==> src/rtl/vwm_pkg.sv <==
package vwm_pkg;
    localparam int BYTE_W    = 8;
    localparam int MAX_LANES = 8;
    localparam int OFF_W     = 17;

    localparam logic [7:0] GX_SETRST  = 8'h00;
    localparam logic [7:0] GX_ENSR    = 8'h01;
    localparam logic [7:0] GX_MODE    = 8'h05;
    localparam logic [7:0] GX_BANK0   = 8'h09;
    localparam logic [7:0] GX_BANK1   = 8'h0A;
    localparam logic [7:0] GX_EXT     = 8'h0B;
    localparam logic [7:0] SQ_PMASK   = 8'h02;
    localparam logic [7:0] SQ_MEMMODE = 8'h04;

    typedef enum logic [1:0] {FAN_ONE, FAN_FOUR, FAN_EIGHT} fan_e;

    typedef struct packed {
        logic       shift256;
        logic       shift_reg;
        logic       host_oe;
        logic       read_mode;
        logic [2:0] wmode;
    } mode_t;

    // Configuration the address steering needs
    typedef struct packed {
        logic [7:0] bank0;
        logic [7:0] bank1;
        logic [7:0] pmask;
        logic       chained;
        logic       split;
        logic       coarse;
        logic       wide_ext;
        logic [2:0] wmode;     // effective write mode
    } map_cfg_t;

    function automatic logic [2:0] eff_wmode(input logic [2:0] wm, input logic wide_ext);
        return wide_ext ? wm : {1'b0, wm[1:0]};
    endfunction

    function automatic fan_e pick_fan(input logic chained, input logic [2:0] wm,
                                      input logic wide_ext);
        if (chained) return FAN_ONE;
        if (wm == 3'd4 || wm == 3'd5 || (wm == 3'd1 && wide_ext)) return FAN_EIGHT;
        return FAN_FOUR;
    endfunction

    function automatic logic [3:0] fan_count(input fan_e f);
        case (f)
            FAN_ONE:  return 4'd1;
            FAN_FOUR: return 4'd4;
            default:  return 4'd8;
        endcase
    endfunction
endpackage

==> src/rtl/vwm_regs.sv <==
module vwm_regs
    import vwm_pkg::*;
(
    input  logic       clk,
    input  logic       rst,
    input  logic       reg_wr,
    input  logic       reg_sel,
    input  logic [7:0] reg_idx,
    input  logic [7:0] reg_wdata,
    output logic [7:0] reg_rdata,
    output map_cfg_t   cfg
);
    logic [7:0] bank0, bank1, ext, setrst, ensr, pmask, memmode;
    mode_t      mode;

    always_ff @(posedge clk) begin
        if (rst) begin
            bank0   <= '0;
            bank1   <= '0;
            ext     <= '0;
            setrst  <= '0;
            ensr    <= '0;
            pmask   <= '0;
            memmode <= '0;
            mode    <= '0;
        end else if (reg_wr) begin
            if (!reg_sel) begin
                case (reg_idx)
                    GX_SETRST: setrst <= ext[1] ? reg_wdata : {4'h0, reg_wdata[3:0]};
                    GX_ENSR:   ensr   <= ext[1] ? reg_wdata : {4'h0, reg_wdata[3:0]};
                    GX_MODE: begin
                        mode.shift256  <= reg_wdata[6];
                        mode.shift_reg <= reg_wdata[5];
                        mode.host_oe   <= reg_wdata[4];
                        mode.read_mode <= reg_wdata[3];
                        mode.wmode     <= ext[1] ? reg_wdata[2:0] : {1'b0, reg_wdata[1:0]};
                    end
                    GX_BANK0:  bank0 <= reg_wdata;
                    GX_BANK1:  bank1 <= reg_wdata;
                    GX_EXT: begin
                        ext <= reg_wdata;
                        if (!reg_wdata[1]) begin
                            setrst[7:4] <= 4'h0;
                            ensr[7:4]   <= 4'h0;
                        end
                        if (!reg_wdata[3]) pmask[7:4] <= 4'h0;
                    end
                    default: ;
                endcase
            end else begin
                case (reg_idx)
                    SQ_PMASK:   pmask   <= ext[3] ? reg_wdata : {4'h0, reg_wdata[3:0]};
                    SQ_MEMMODE: memmode <= reg_wdata;
                    default: ;
                endcase
            end
        end
    end

    always_comb begin
        reg_rdata = 8'h00;
        if (!reg_sel) begin
            case (reg_idx)
                GX_SETRST: reg_rdata = setrst;
                GX_ENSR:   reg_rdata = ensr;
                GX_MODE:   reg_rdata = {1'b0, mode.shift256, mode.shift_reg, mode.host_oe,
                                        mode.read_mode, eff_wmode(mode.wmode, ext[1])};
                GX_BANK0:  reg_rdata = bank0;
                GX_BANK1:  reg_rdata = bank1;
                GX_EXT:    reg_rdata = ext;
                default:   reg_rdata = 8'h00;
            endcase
        end else begin
            case (reg_idx)
                SQ_PMASK:   reg_rdata = pmask;
                SQ_MEMMODE: reg_rdata = memmode;
                default:    reg_rdata = 8'h00;
            endcase
        end
    end

    always_comb begin
        cfg.bank0    = bank0;
        cfg.bank1    = bank1;
        cfg.pmask    = pmask;
        cfg.chained  = memmode[3];
        cfg.split    = ext[0];
        cfg.coarse   = ext[5];
        cfg.wide_ext = ext[1];
        cfg.wmode    = eff_wmode(mode.wmode, ext[1]);
    end

    // extension write with bit 3 clear leaves no upper plane-mask bits
    assert_ext_clr_mask_R4: assert property (@(posedge clk) disable iff (rst)
        reg_wr && !reg_sel && reg_idx == GX_EXT && !reg_wdata[3] |=> pmask[7:4] == 4'h0);
    // extension write with bit 1 clear trims set/reset registers
    assert_ext_clr_sr_R4: assert property (@(posedge clk) disable iff (rst)
        reg_wr && !reg_sel && reg_idx == GX_EXT && !reg_wdata[1]
        |=> setrst[7:4] == 4'h0 && ensr[7:4] == 4'h0);
    // mode write without extension bit 1 stores a 2-bit write mode
    assert_mode_narrow_R3: assert property (@(posedge clk) disable iff (rst)
        reg_wr && !reg_sel && reg_idx == GX_MODE && !ext[1] |=> !mode.wmode[2]);
endmodule

==> src/rtl/vwm_addr.sv <==
module vwm_addr
    import vwm_pkg::*;
#(
    parameter int VRAM_AW = 20
) (
    input  logic                         clk,
    input  logic                         rst,
    input  map_cfg_t                     cfg,
    input  logic                         host_req,
    input  logic                         host_we,
    input  logic [OFF_W-1:0]             host_off,
    input  logic [BYTE_W-1:0]            host_wdata,
    output logic                         mem_en,
    output logic                         mem_we,
    output logic [MAX_LANES-1:0]         mem_lane_en,
    output logic [MAX_LANES*VRAM_AW-1:0] mem_addr,
    output logic [BYTE_W-1:0]            mem_wdata
);
    localparam int AW = VRAM_AW;

    fan_e         fan;
    logic [3:0]   fan_cnt;
    logic         hi_half;
    logic [15:0]  win_off;
    logic [7:0]   bank;
    logic [4:0]   shamt;
    logic [31:0]  scaled;
    logic [AW-1:0] start_a;

    always_comb begin
        fan     = pick_fan(cfg.chained, cfg.wmode, cfg.wide_ext);
        fan_cnt = fan_count(fan);
        hi_half = cfg.split && host_off[15];
        win_off = cfg.split ? {1'b0, host_off[14:0]} : host_off[15:0];
        bank    = hi_half ? cfg.bank1 : cfg.bank0;
        shamt   = (cfg.coarse ? 5'd14 : 5'd12) + (cfg.chained ? 5'd0 : 5'd2);
        case (fan)
            FAN_ONE:  scaled = {16'h0, win_off};
            FAN_FOUR: scaled = {14'h0, win_off, 2'b00};
            default:  scaled = {13'h0, win_off, 3'b000};
        endcase
        start_a = AW'({24'h0, bank} << shamt) + AW'(scaled);
    end

    assign mem_en    = host_req && !host_off[16];
    assign mem_we    = mem_en && host_we;
    assign mem_wdata = host_wdata;

    for (genvar g = 0; g < MAX_LANES; g++) begin : g_lane
        assign mem_addr[g*AW +: AW] = start_a + AW'(g);
        assign mem_lane_en[g] = mem_en && (4'(g) < fan_cnt) && (cfg.chained || cfg.pmask[g]);
    end

    // out-of-range offsets make no memory request
    assert_oob_quiet_R7: assert property (@(posedge clk) disable iff (rst)
        host_req && host_off[16] |-> !mem_en && mem_lane_en == '0);
    // chained access touches lane 0 only
    assert_chain_one_R8: assert property (@(posedge clk) disable iff (rst)
        mem_en && cfg.chained |-> mem_lane_en == 8'h01);
    // unchained lanes stay inside the plane mask
    assert_mask_subset_R9: assert property (@(posedge clk) disable iff (rst)
        mem_en && !cfg.chained |-> (mem_lane_en & ~cfg.pmask) == '0);
    // neighbouring lanes are consecutive modulo the memory size
    assert_lane_step_R11: assert property (@(posedge clk) disable iff (rst)
        mem_en |-> mem_addr[2*AW-1:AW] == AW'(mem_addr[AW-1:0] + 1'b1));
endmodule

==> src/rtl/vwm_rmerge.sv <==
module vwm_rmerge
    import vwm_pkg::*;
(
    input  logic                        clk,
    input  logic                        rst,
    input  logic                        rd_req,
    input  logic [MAX_LANES-1:0]        lane_en,
    input  logic [MAX_LANES*BYTE_W-1:0] mem_rdata,
    output logic [BYTE_W-1:0]           host_rdata,
    output logic                        host_rvalid
);
    logic [MAX_LANES-1:0] lane_q;

    always_ff @(posedge clk) begin
        if (rst) begin
            lane_q      <= '0;
            host_rvalid <= 1'b0;
        end else begin
            host_rvalid <= rd_req;
            lane_q      <= rd_req ? lane_en : '0;
        end
    end

    always_comb begin
        host_rdata = '0;
        for (int i = 0; i < MAX_LANES; i++)
            if (lane_q[i]) host_rdata = host_rdata | mem_rdata[i*BYTE_W +: BYTE_W];
    end

    // a response is only produced for a read issued one cycle earlier
    assert_rvalid_src_R12: assert property (@(posedge clk) disable iff (rst)
        !rd_req |=> !host_rvalid);
endmodule

==> src/rtl/vram_window_mapper.sv <==
module vram_window_mapper
    import vwm_pkg::*;
#(
    parameter int VRAM_AW = 20
) (
    input  logic                           clk,
    input  logic                           rst,
    input  logic                           reg_wr,
    input  logic                           reg_sel,
    input  logic [7:0]                     reg_idx,
    input  logic [7:0]                     reg_wdata,
    output logic [7:0]                     reg_rdata,
    input  logic                           host_req,
    input  logic                           host_we,
    input  logic [16:0]                    host_off,
    input  logic [7:0]                     host_wdata,
    output logic [7:0]                     host_rdata,
    output logic                           host_rvalid,
    output logic                           mem_en,
    output logic                           mem_we,
    output logic [7:0]                     mem_lane_en,
    output logic [8*VRAM_AW-1:0]           mem_addr,
    output logic [7:0]                     mem_wdata,
    input  logic [63:0]                    mem_rdata
);
    map_cfg_t cfg;

    vwm_regs u_regs (
        .clk       (clk),
        .rst       (rst),
        .reg_wr    (reg_wr),
        .reg_sel   (reg_sel),
        .reg_idx   (reg_idx),
        .reg_wdata (reg_wdata),
        .reg_rdata (reg_rdata),
        .cfg       (cfg)
    );

    vwm_addr #(.VRAM_AW(VRAM_AW)) u_addr (
        .clk         (clk),
        .rst         (rst),
        .cfg         (cfg),
        .host_req    (host_req),
        .host_we     (host_we),
        .host_off    (host_off),
        .host_wdata  (host_wdata),
        .mem_en      (mem_en),
        .mem_we      (mem_we),
        .mem_lane_en (mem_lane_en),
        .mem_addr    (mem_addr),
        .mem_wdata   (mem_wdata)
    );

    vwm_rmerge u_merge (
        .clk         (clk),
        .rst         (rst),
        .rd_req      (host_req && !host_we),
        .lane_en     (mem_lane_en),
        .mem_rdata   (mem_rdata),
        .host_rdata  (host_rdata),
        .host_rvalid (host_rvalid)
    );

    // every read is answered in the following cycle
    assert_rd_latency_R12: assert property (@(posedge clk) disable iff (rst)
        host_req && !host_we |=> host_rvalid);
    // writes never raise a read response
    assert_wr_silent_R12: assert property (@(posedge clk) disable iff (rst)
        host_req && host_we |=> !host_rvalid);
    // out-of-range reads return zero
    assert_oob_zero_R7: assert property (@(posedge clk) disable iff (rst)
        host_req && !host_we && host_off[16] |=> host_rdata == 8'h00);
endmodule

==> config.mk <==
export PLATFORM = sky130hd
export DESIGN_NAME = vram_window_mapper
export DESIGN_NICKNAME = d
export VERILOG_FILES = /design/src/rtl/vwm_pkg.sv /design/src/rtl/vwm_regs.sv /design/src/rtl/vwm_addr.sv /design/src/rtl/vwm_rmerge.sv /design/src/rtl/vram_window_mapper.sv
export SDC_FILE = /design/constraint.sdc
export NUM_CORES = 1
export LEC_CHECK = 0
export CAP_MARGIN = 15
export CORE_AREA = 8 8 147 149
export CTS_BUF_LIST = sky130_fd_sc_hd__clkbuf_4 sky130_fd_sc_hd__clkbuf_8
export DETAILED_ROUTE_END_ITERATION = 16
export DIE_AREA = 0 0 155 157
export GPL_ROUTABILITY_DRIVEN = 0
export PLACE_DENSITY = 0.74
export SLEW_MARGIN = 0
export SYNTH_ARGS = -nofsm -noshare
export SYNTH_HDL_FRONTEND = slang
export SYNTH_SLANG_ARGS = --single-unit
==> constraint.sdc <==
create_clock -name clk -period 6.75 [get_ports clk]
set_clock_uncertainty 0.1 [all_clocks]
set_input_delay 1.35 -clock clk [delete_from_list [all_inputs] [get_ports clk]]
set_output_delay 1.35 -clock clk [all_outputs]
set_load 0.05 [all_outputs]
==> flow_metrics.py, run 1 <==
metrics = {
    "run_status": {
        "status": "finished clean",
    },
    "logic_synthesis": {
        "synthArstFlopShare": 0,
        "syn_area_um2": 7560,
        "yosys-top-cells-area": "dfxtp_1 (19%), xnor2_1 (12%), nand2_1 (7.5%)",
        "synth_edf_count": 0,
        "syn_inst": 1029,
        "synth_commonest_cells": "nand2_1 (150), xnor2_1 (100), a21oi_1 (78)",
        "avgSynthCellArea_um2": 7.34,
        "synth_cell_types": 70,
        "synth_top_area_frac": 0.191,
        "ys_ff_latch": 72,
        "yosysTopAreaCell": "dfxtp_1",
        "yosysSeqAreaShare": 0.191,
        "ys.flop_type": "dfxtp_1",
        "synth_most_common_cell": "nand2_1",
        "yosys_warnings": 0,
    },
    "layout": {
        "synthToLayoutAreaGrowth_pct": 51.5,
        "drive_gt1_frac": 0.162,
        "final_cells": 1550,
        "nNetsFinal": 1418,
    },
    "sta": {
        "drv_slew": 0,
        "fmax_ghz": 0.153,
        "tightest_slew_ps": 1070,
        "hold_slack_ps": 358,
        "final.setup.tns_ps": 0,
        "fin_crit_ps": 6530,
        "final-setup-viol-count": 0,
        "finalWorstSetupSlack_ps": 217,
        "timing.final.crit_share": 0.968,
        "hold_violations": 0,
        "slew_headroom": 0.278,
    },
    "critical_path": {
        "r2r_cells": 3,
        "critPathCaptureType": "output port",
        "crit_path_max_fanout": 9,
        "critical_path_class": "primary input to output port",
        "worstPathRequired_ps": 5300,
        "critPathArrivalTime_ps": 5080,
        "worstSetupStartpointType": "primary input",
    },
    "die": {
        "start_util": 0.393,
        "die_h_um": 157,
        "io_pins": 306,
        "dieArea_um2": 24300,
        "row_count": 51,
        "fp.coreArea_um2": 19200,
        "die_width_um": 155,
    },
    "power_and_ir_drop": {
        "irDropWorstVdd_v": 0.000134,
        "power_density_nw_per_um2": 199,
        "total_power_w": 0.00228,
        "leakage_nw": 4.20,
    },
    "grt": {
        "grt_pass1_vias": 8301,
        "grt_max_degree": 65,
        "track_usage": 0.237,
        "antenna_found_initial": 3,
        "grt_pass1_wl_um": 46300,
        "grt_overflow": 0,
    },
    "clock_network": {
        "cts_buffer_depth": 2,
        "cts-htree-levels": 3,
        "cts-root-buf": "clkbuf_8",
        "clock_sinks": 72,
        "clkTransAtPathRegs_ps": 70,
        "cts_buffers": 9,
        "hold_buffers": 0,
        "tritoncts": "built",
        "clk_latency_ps": 360,
    },
    "detailed_routing": {
        "wl_um": 30400,
        "ant_nets": 0,
        "vias_per_cell": 5.49,
        "dr.pass1.iters": 6,
        "remaining_drc_errors": 0,
        "via_count": 8517,
        "wl_per_cell_um": 19.6,
        "drt_iter0_markers": 673,
    },
    "worst_hold_path": {
        "min_path_type": "flip-flop to flip-flop",
        "whs_path_depth": 2,
    },
    "placement": {
        "dp_worst_setup_slack_ps": -1.69,
        "port_buffers": 289,
        "hpwl_um": 24800,
        "numPlacedInstances": 1530,
    },
    "job": {
        "maxCapViolCount": 0,
    },
}
layer usage:
metal / vias up / global-route usage / share of wire
li1: 4105 / - / -
met2: 410 / 0.443 / 0.51
met4: 0 / 0.0924 / 0.033
met3: 60 / 0.0367 / 0.068
met5: - / 0 / 0
met1: 3942 / 0.263 / 0.39
area by class of cell:
class	instances	area (µm²)
inverters	28	113
diodes	3	7.51
repair buffers	318	3670
well taps	265	332
fillers	1752	7760
flip-flops and latches	72	1440
multi-input cells	848	5660
clock inverters	6	90.1
clock buffers	10	138
sequential cells by signal, indices dropped and copies added, names as in the netlist, 8 cells and up:
name / flops
u_merge.lane_q: 8
u_regs.bank1: 8
u_regs.memmode: 8
u_regs.ext: 8
u_regs.pmask: 8
u_regs.setrst: 8
u_regs.bank0: 8
u_regs.ensr: 8
cells in the final DEF (no fill, tap or decap), types with 8 or more instances in the layout:
cell type,instances
mux2_2,10
inv_1,25
ha_1,29
buf_4,68
nor4_1,18
mux2i_1,33
a221oi_1,8
nor4_2,8
o21ai_0,45
dfxtp_1,72
a22oi_1,49
nand2_1,149
nand4_1,26
a21o_1,8
and3_1,12
buf_12,66
clkdlybuf4s50_1,183
nor2_1,66
and2_1,19
nand3_1,31
xnor2_1,99
conb_1,13
clkbuf_8,10
xor2_1,26
nor3_1,21
a21oi_1,78
repair_timing:
| item | CTS | global route |
|---|---|---|
| endpoints found under the hold margin | 0 | 0 |
| setup endpoints to repair | 7 | 19 |
| resized for setup | 2 | 8 |
| buffers inserted | 0 | 1 |
| pin swaps | 0 | 1 |
critical path, cell delays in order:
cell	delay (ps)
clkdlybuf4s50_1	490
nand2_2	200
buf_4	160
mux2i_1	340
nor3_1	90
ha_1	310
buf_4	160
nand2_1	100
nor2_1	170
nor2_1	60
nor3_1	170
o22ai_1	130
xnor2_2	560
inv_1	250
xnor2_1	350
buf_12	180
cells by family after synthesis:
| logic type | share of synthesized area |
|---|---|
| AOI/OAI and AO/OA | 0.199 |
| xor gates and xnor gates | 0.158 |
| adders and majority gates | 0.0507 |
| buffers and inverters | 0.0755 |
| DFF | 0.191 |
| muxes | 0.0616 |
| other | 0.000496 |
| and+or+nand+nor | 0.265 |
power by group:
group | internal (W) | switching [W] | total [W]
sequential | 0.000425 | 0.000000208 | 0.000425
clock | 0.000219 | 0.000170 | 0.000389
combinational | 0.000509 | 0.000958 | 0.00147
total | 0.00115 | 0.00113 | 0.00228
through the flow:
stage	cell area [µm²]	utilization
after detailed placement	11200	0.581
final	11400	0.596
after floorplan	7610	-
after global placement	11200	0.581
after global routing	11400	0.596
after CTS	11400	0.593
final timing paths:
| check | startpoint | to | slack (ps) |
|---|---|---|---|
| setup / recovery | host_off[15] | mem_addr[98] | 220 |
| hold / removal | u_regs.setrst[3] | u_regs.setrst[3] | 360 |
| setup reg to reg | u_regs.ext[1] | u_merge.lane_q[6] | 4750 |
| hold reg to reg | u_regs.setrst[3] | u_regs.setrst[3] | 360 |
No activity file was read; power rests on OpenSTA's default activity.
==> run 2, diff against run 1 <==
- ABC_AREA: default -> 1
- CAP_MARGIN: 15 -> 20
- CORE_AREA: 8 8 147 149 -> 2 2 146 148
- DIE_AREA: 0 0 155 157 -> 0 0 148 150
- PLACE_DENSITY: 0.74 -> 0.73
==> flow_metrics.py, run 2 <==
metrics = {
    "detailed_routing": {
        "ant_nets": 0,
        "remaining_drc_errors": 0,
        "vias_per_cell": 5.17,
        "via_count": 9588,
        "dr.pass1.iters": 6,
        "drt_iter0_markers": 707,
        "wl_per_cell_um": 15.9,
        "wl_um": 29600,
    },
    "critical_path": {
        "critical_path_class": "primary input to output port",
        "worstPathRequired_ps": 5300,
        "worstSetupStartpointType": "primary input",
        "critPathMaxStageDelay_ps": 520,
        "crit_path_max_fanout": 16,
        "path_buf_inv": 3,
        "cp_top_family": "simple AND/OR/NAND/NOR gates",
        "path_cells": "clkdlybuf4s50_1 > nand2_2 > nand2_1 > o21ai_1 > mux2i_1 > nor2_1 > ha_1 > nand2_1 > inv_1 > nand2_1 > nand3_1 > a21oi_1 > nand3_1 > nand2_1 > nand2_2 > nor2_2 > nand4_1 > nand2_1 > nand2_1 > buf_12",
        "critPathCaptureType": "output port",
        "cpMaxStageDelayCell": "clkdlybuf4s50_1",
        "critPathArrivalTime_ps": 4850,
        "cpMostUsedCell": "nand2_1",
    },
    "logic_synthesis": {
        "synth_fa_ha_area_frac": 0.0472,
        "yosysTopAreaCell": "dfxtp_1",
        "yosys-top-cells-area": "dfxtp_1 (18%), nand2_1 (15%), xor2_1 (9.3%)",
        "synth-xor-area-share": 0.104,
        "synth_simple_gate_area_share": 0.369,
        "synth_top_area_frac": 0.178,
        "ys_ff_latch": 72,
        "syn_area_um2": 8120,
        "synth_mux_area_frac": 0.00247,
        "synth_compound_area_frac": 0.174,
        "synth_cell_types": 51,
        "synth_commonest_cells": "nand2_1 (327), inv_1 (174), nor2_1 (104)",
        "synth_most_common_cell": "nand2_1",
        "synth_top_family_by_area": "simple AND/OR/NAND/NOR gates",
        "synth_edf_count": 0,
        "yosys_warnings": 0,
        "syn_inst": 1303,
        "ys.flop_type": "dfxtp_1",
        "avgSynthCellArea_um2": 6.23,
        "synthArstFlopShare": 0,
        "yosysSeqAreaShare": 0.178,
    },
    "sta": {
        "hold_violations": 0,
        "slew_headroom": 0.298,
        "fin_crit_ps": 6300,
        "drv_slew": 0,
        "finalWorstSetupSlack_ps": 446,
        "final-setup-viol-count": 0,
        "timing.final.crit_share": 0.934,
        "rsz0062_at_grt": "false",
        "final.setup.tns_ps": 0,
        "tightest_slew_ps": 1050,
        "fmax_ghz": 0.159,
        "hold_slack_ps": 384,
    },
    "grt": {
        "grt_pass1_wl_um": 45700,
        "track_usage": 0.253,
        "grt_pass1_vias": 8823,
        "grt_overflow": 0,
        "grt_max_degree": 43,
        "antenna_found_initial": 1,
    },
    "clock_network": {
        "cts_buffer_depth": 2,
        "tritoncts": "built",
        "hold_buffers": 0,
        "clk_latency_ps": 350,
        "cts_buffers": 9,
        "cts_resized": 0,
        "clock_sinks": 72,
        "post_cts_buffers": 0,
        "cts-htree-levels": 3,
        "clkTransAtPathRegs_ps": 80,
        "cts-root-buf": "clkbuf_8",
    },
    "placement": {
        "numPlacedInstances": 1837,
        "port_buffers": 289,
        "hpwl_um": 24200,
        "dp_worst_setup_slack_ps": 314,
    },
    "run_status": {
        "status": "finished clean",
    },
    "layout": {
        "layout_commonest_cell": "nand2_1",
        "final_cells": 1855,
        "most-common-layout-cells": "nand2_1 (326), clkdlybuf4s50_1 (226), inv_1 (174)",
        "multi_input_area_um2": 5710,
        "nNetsFinal": 1714,
        "num-fill-cells": 2040,
        "drive_gt1_frac": 0.117,
        "synthToLayoutAreaGrowth_pct": 43.1,
        "regArea_um2": 1440,
    },
    "power_and_ir_drop": {
        "leakage_nw": 5.21,
        "irDropWorstVdd_v": 0.000124,
        "power_density_nw_per_um2": 179,
    },
    "die": {
        "dieArea_um2": 22200,
        "fp.coreArea_um2": 20700,
        "start_util": 0.392,
        "row_count": 53,
        "die_width_um": 148,
        "die_h_um": 150,
        "io_pins": 306,
    },
    "worst_hold_path": {
        "min_path_type": "flip-flop to flip-flop",
    },
    "job": {
        "maxCapViolCount": 0,
    },
}
## run 2: cell types whose count changed after synthesis, moves of 18 or more
cell / delta
nor4_1: -24
and2_1: -18
nand2_2: +19
clkbuf_1: -30
inv_1: +149
o21ai_0: +20
nor2_1: +38
nand2_1: +177
a22oi_1: -47
mux2i_1: -31
xnor2_1: -95
nand3_1: +37
xor2_1: +59
## run 2: cell families (layout without fill, tap and decap cells)
logic type / after synthesis / in the layout
flops: 72 / 72
mux: 2 / 2
compound gates: 238 / 238
xor+xnor: 93 / 93
other cells: 1 / 15
fa+ha+maj: 30 / 30
buf+inv: 243 / 506
simple gates: 624 / 624
## run 2: metal layers
layer	share of wire	global-route usage	up-vias
li1	-	-	4756
met1	0.43	0.329	4416
met2	0.48	0.434	354
met3	0.061	0.0360	62
met4	0.029	0.0748	0
met5	0	0	-
## run 2: path summary, 6_finish.rpt
check / startpoint / to / slack [ps] / cells past startpoint
max reg2reg: u_regs.memmode[3] / u_merge.lane_q[6] / 4550 / 5
min reg2reg: u_regs.mode[5] / u_regs.mode[5] / 380 / 2
min: u_regs.mode[5] / u_regs.mode[5] / 380 / 2
max: host_off[15] / mem_addr[79] / 450 / 20
## run 2: report_power, final
group	total (W)	internal, W	switching, W
Sequential	0.000425	0.000425	0.000000325
Clock	0.000397	0.000213	0.000184
Combinational	0.00126	0.000400	0.000860
Total	0.00208	0.00104	0.00104
## run 2: stage by stage
stage                     power (W)  area, µm²  utilization
after floorplan             0.00127       8160            -
after global placement      0.00168      11400        0.550
after detailed placement    0.00168      11400        0.550
after CTS                   0.00207      11600        0.561
after global routing        0.00216      11600        0.561
final                       0.00208      11600        0.561
## run 2: layout make-up
| type | instances | share of cell area |
|---|---|---|
| multi-input cells | 1000 | 0.492 |
| repair buffers | 301 | 0.273 |
| flip-flops and latches | 72 | 0.124 |
| inverters | 189 | 0.0611 |
| well taps | 275 | 0.0296 |
| clock buffers | 9 | 0.0107 |
| clock inverters | 7 | 0.00884 |
| diodes | 2 | 0.000431 |
## run 2: worst register-to-register path: cells and delay by family (launching register included)
family / cells / cell delay [ps]
DFF: 1 / 580
buffers and inverters: 2 / 580
and+or+nand+nor: 3 / 830
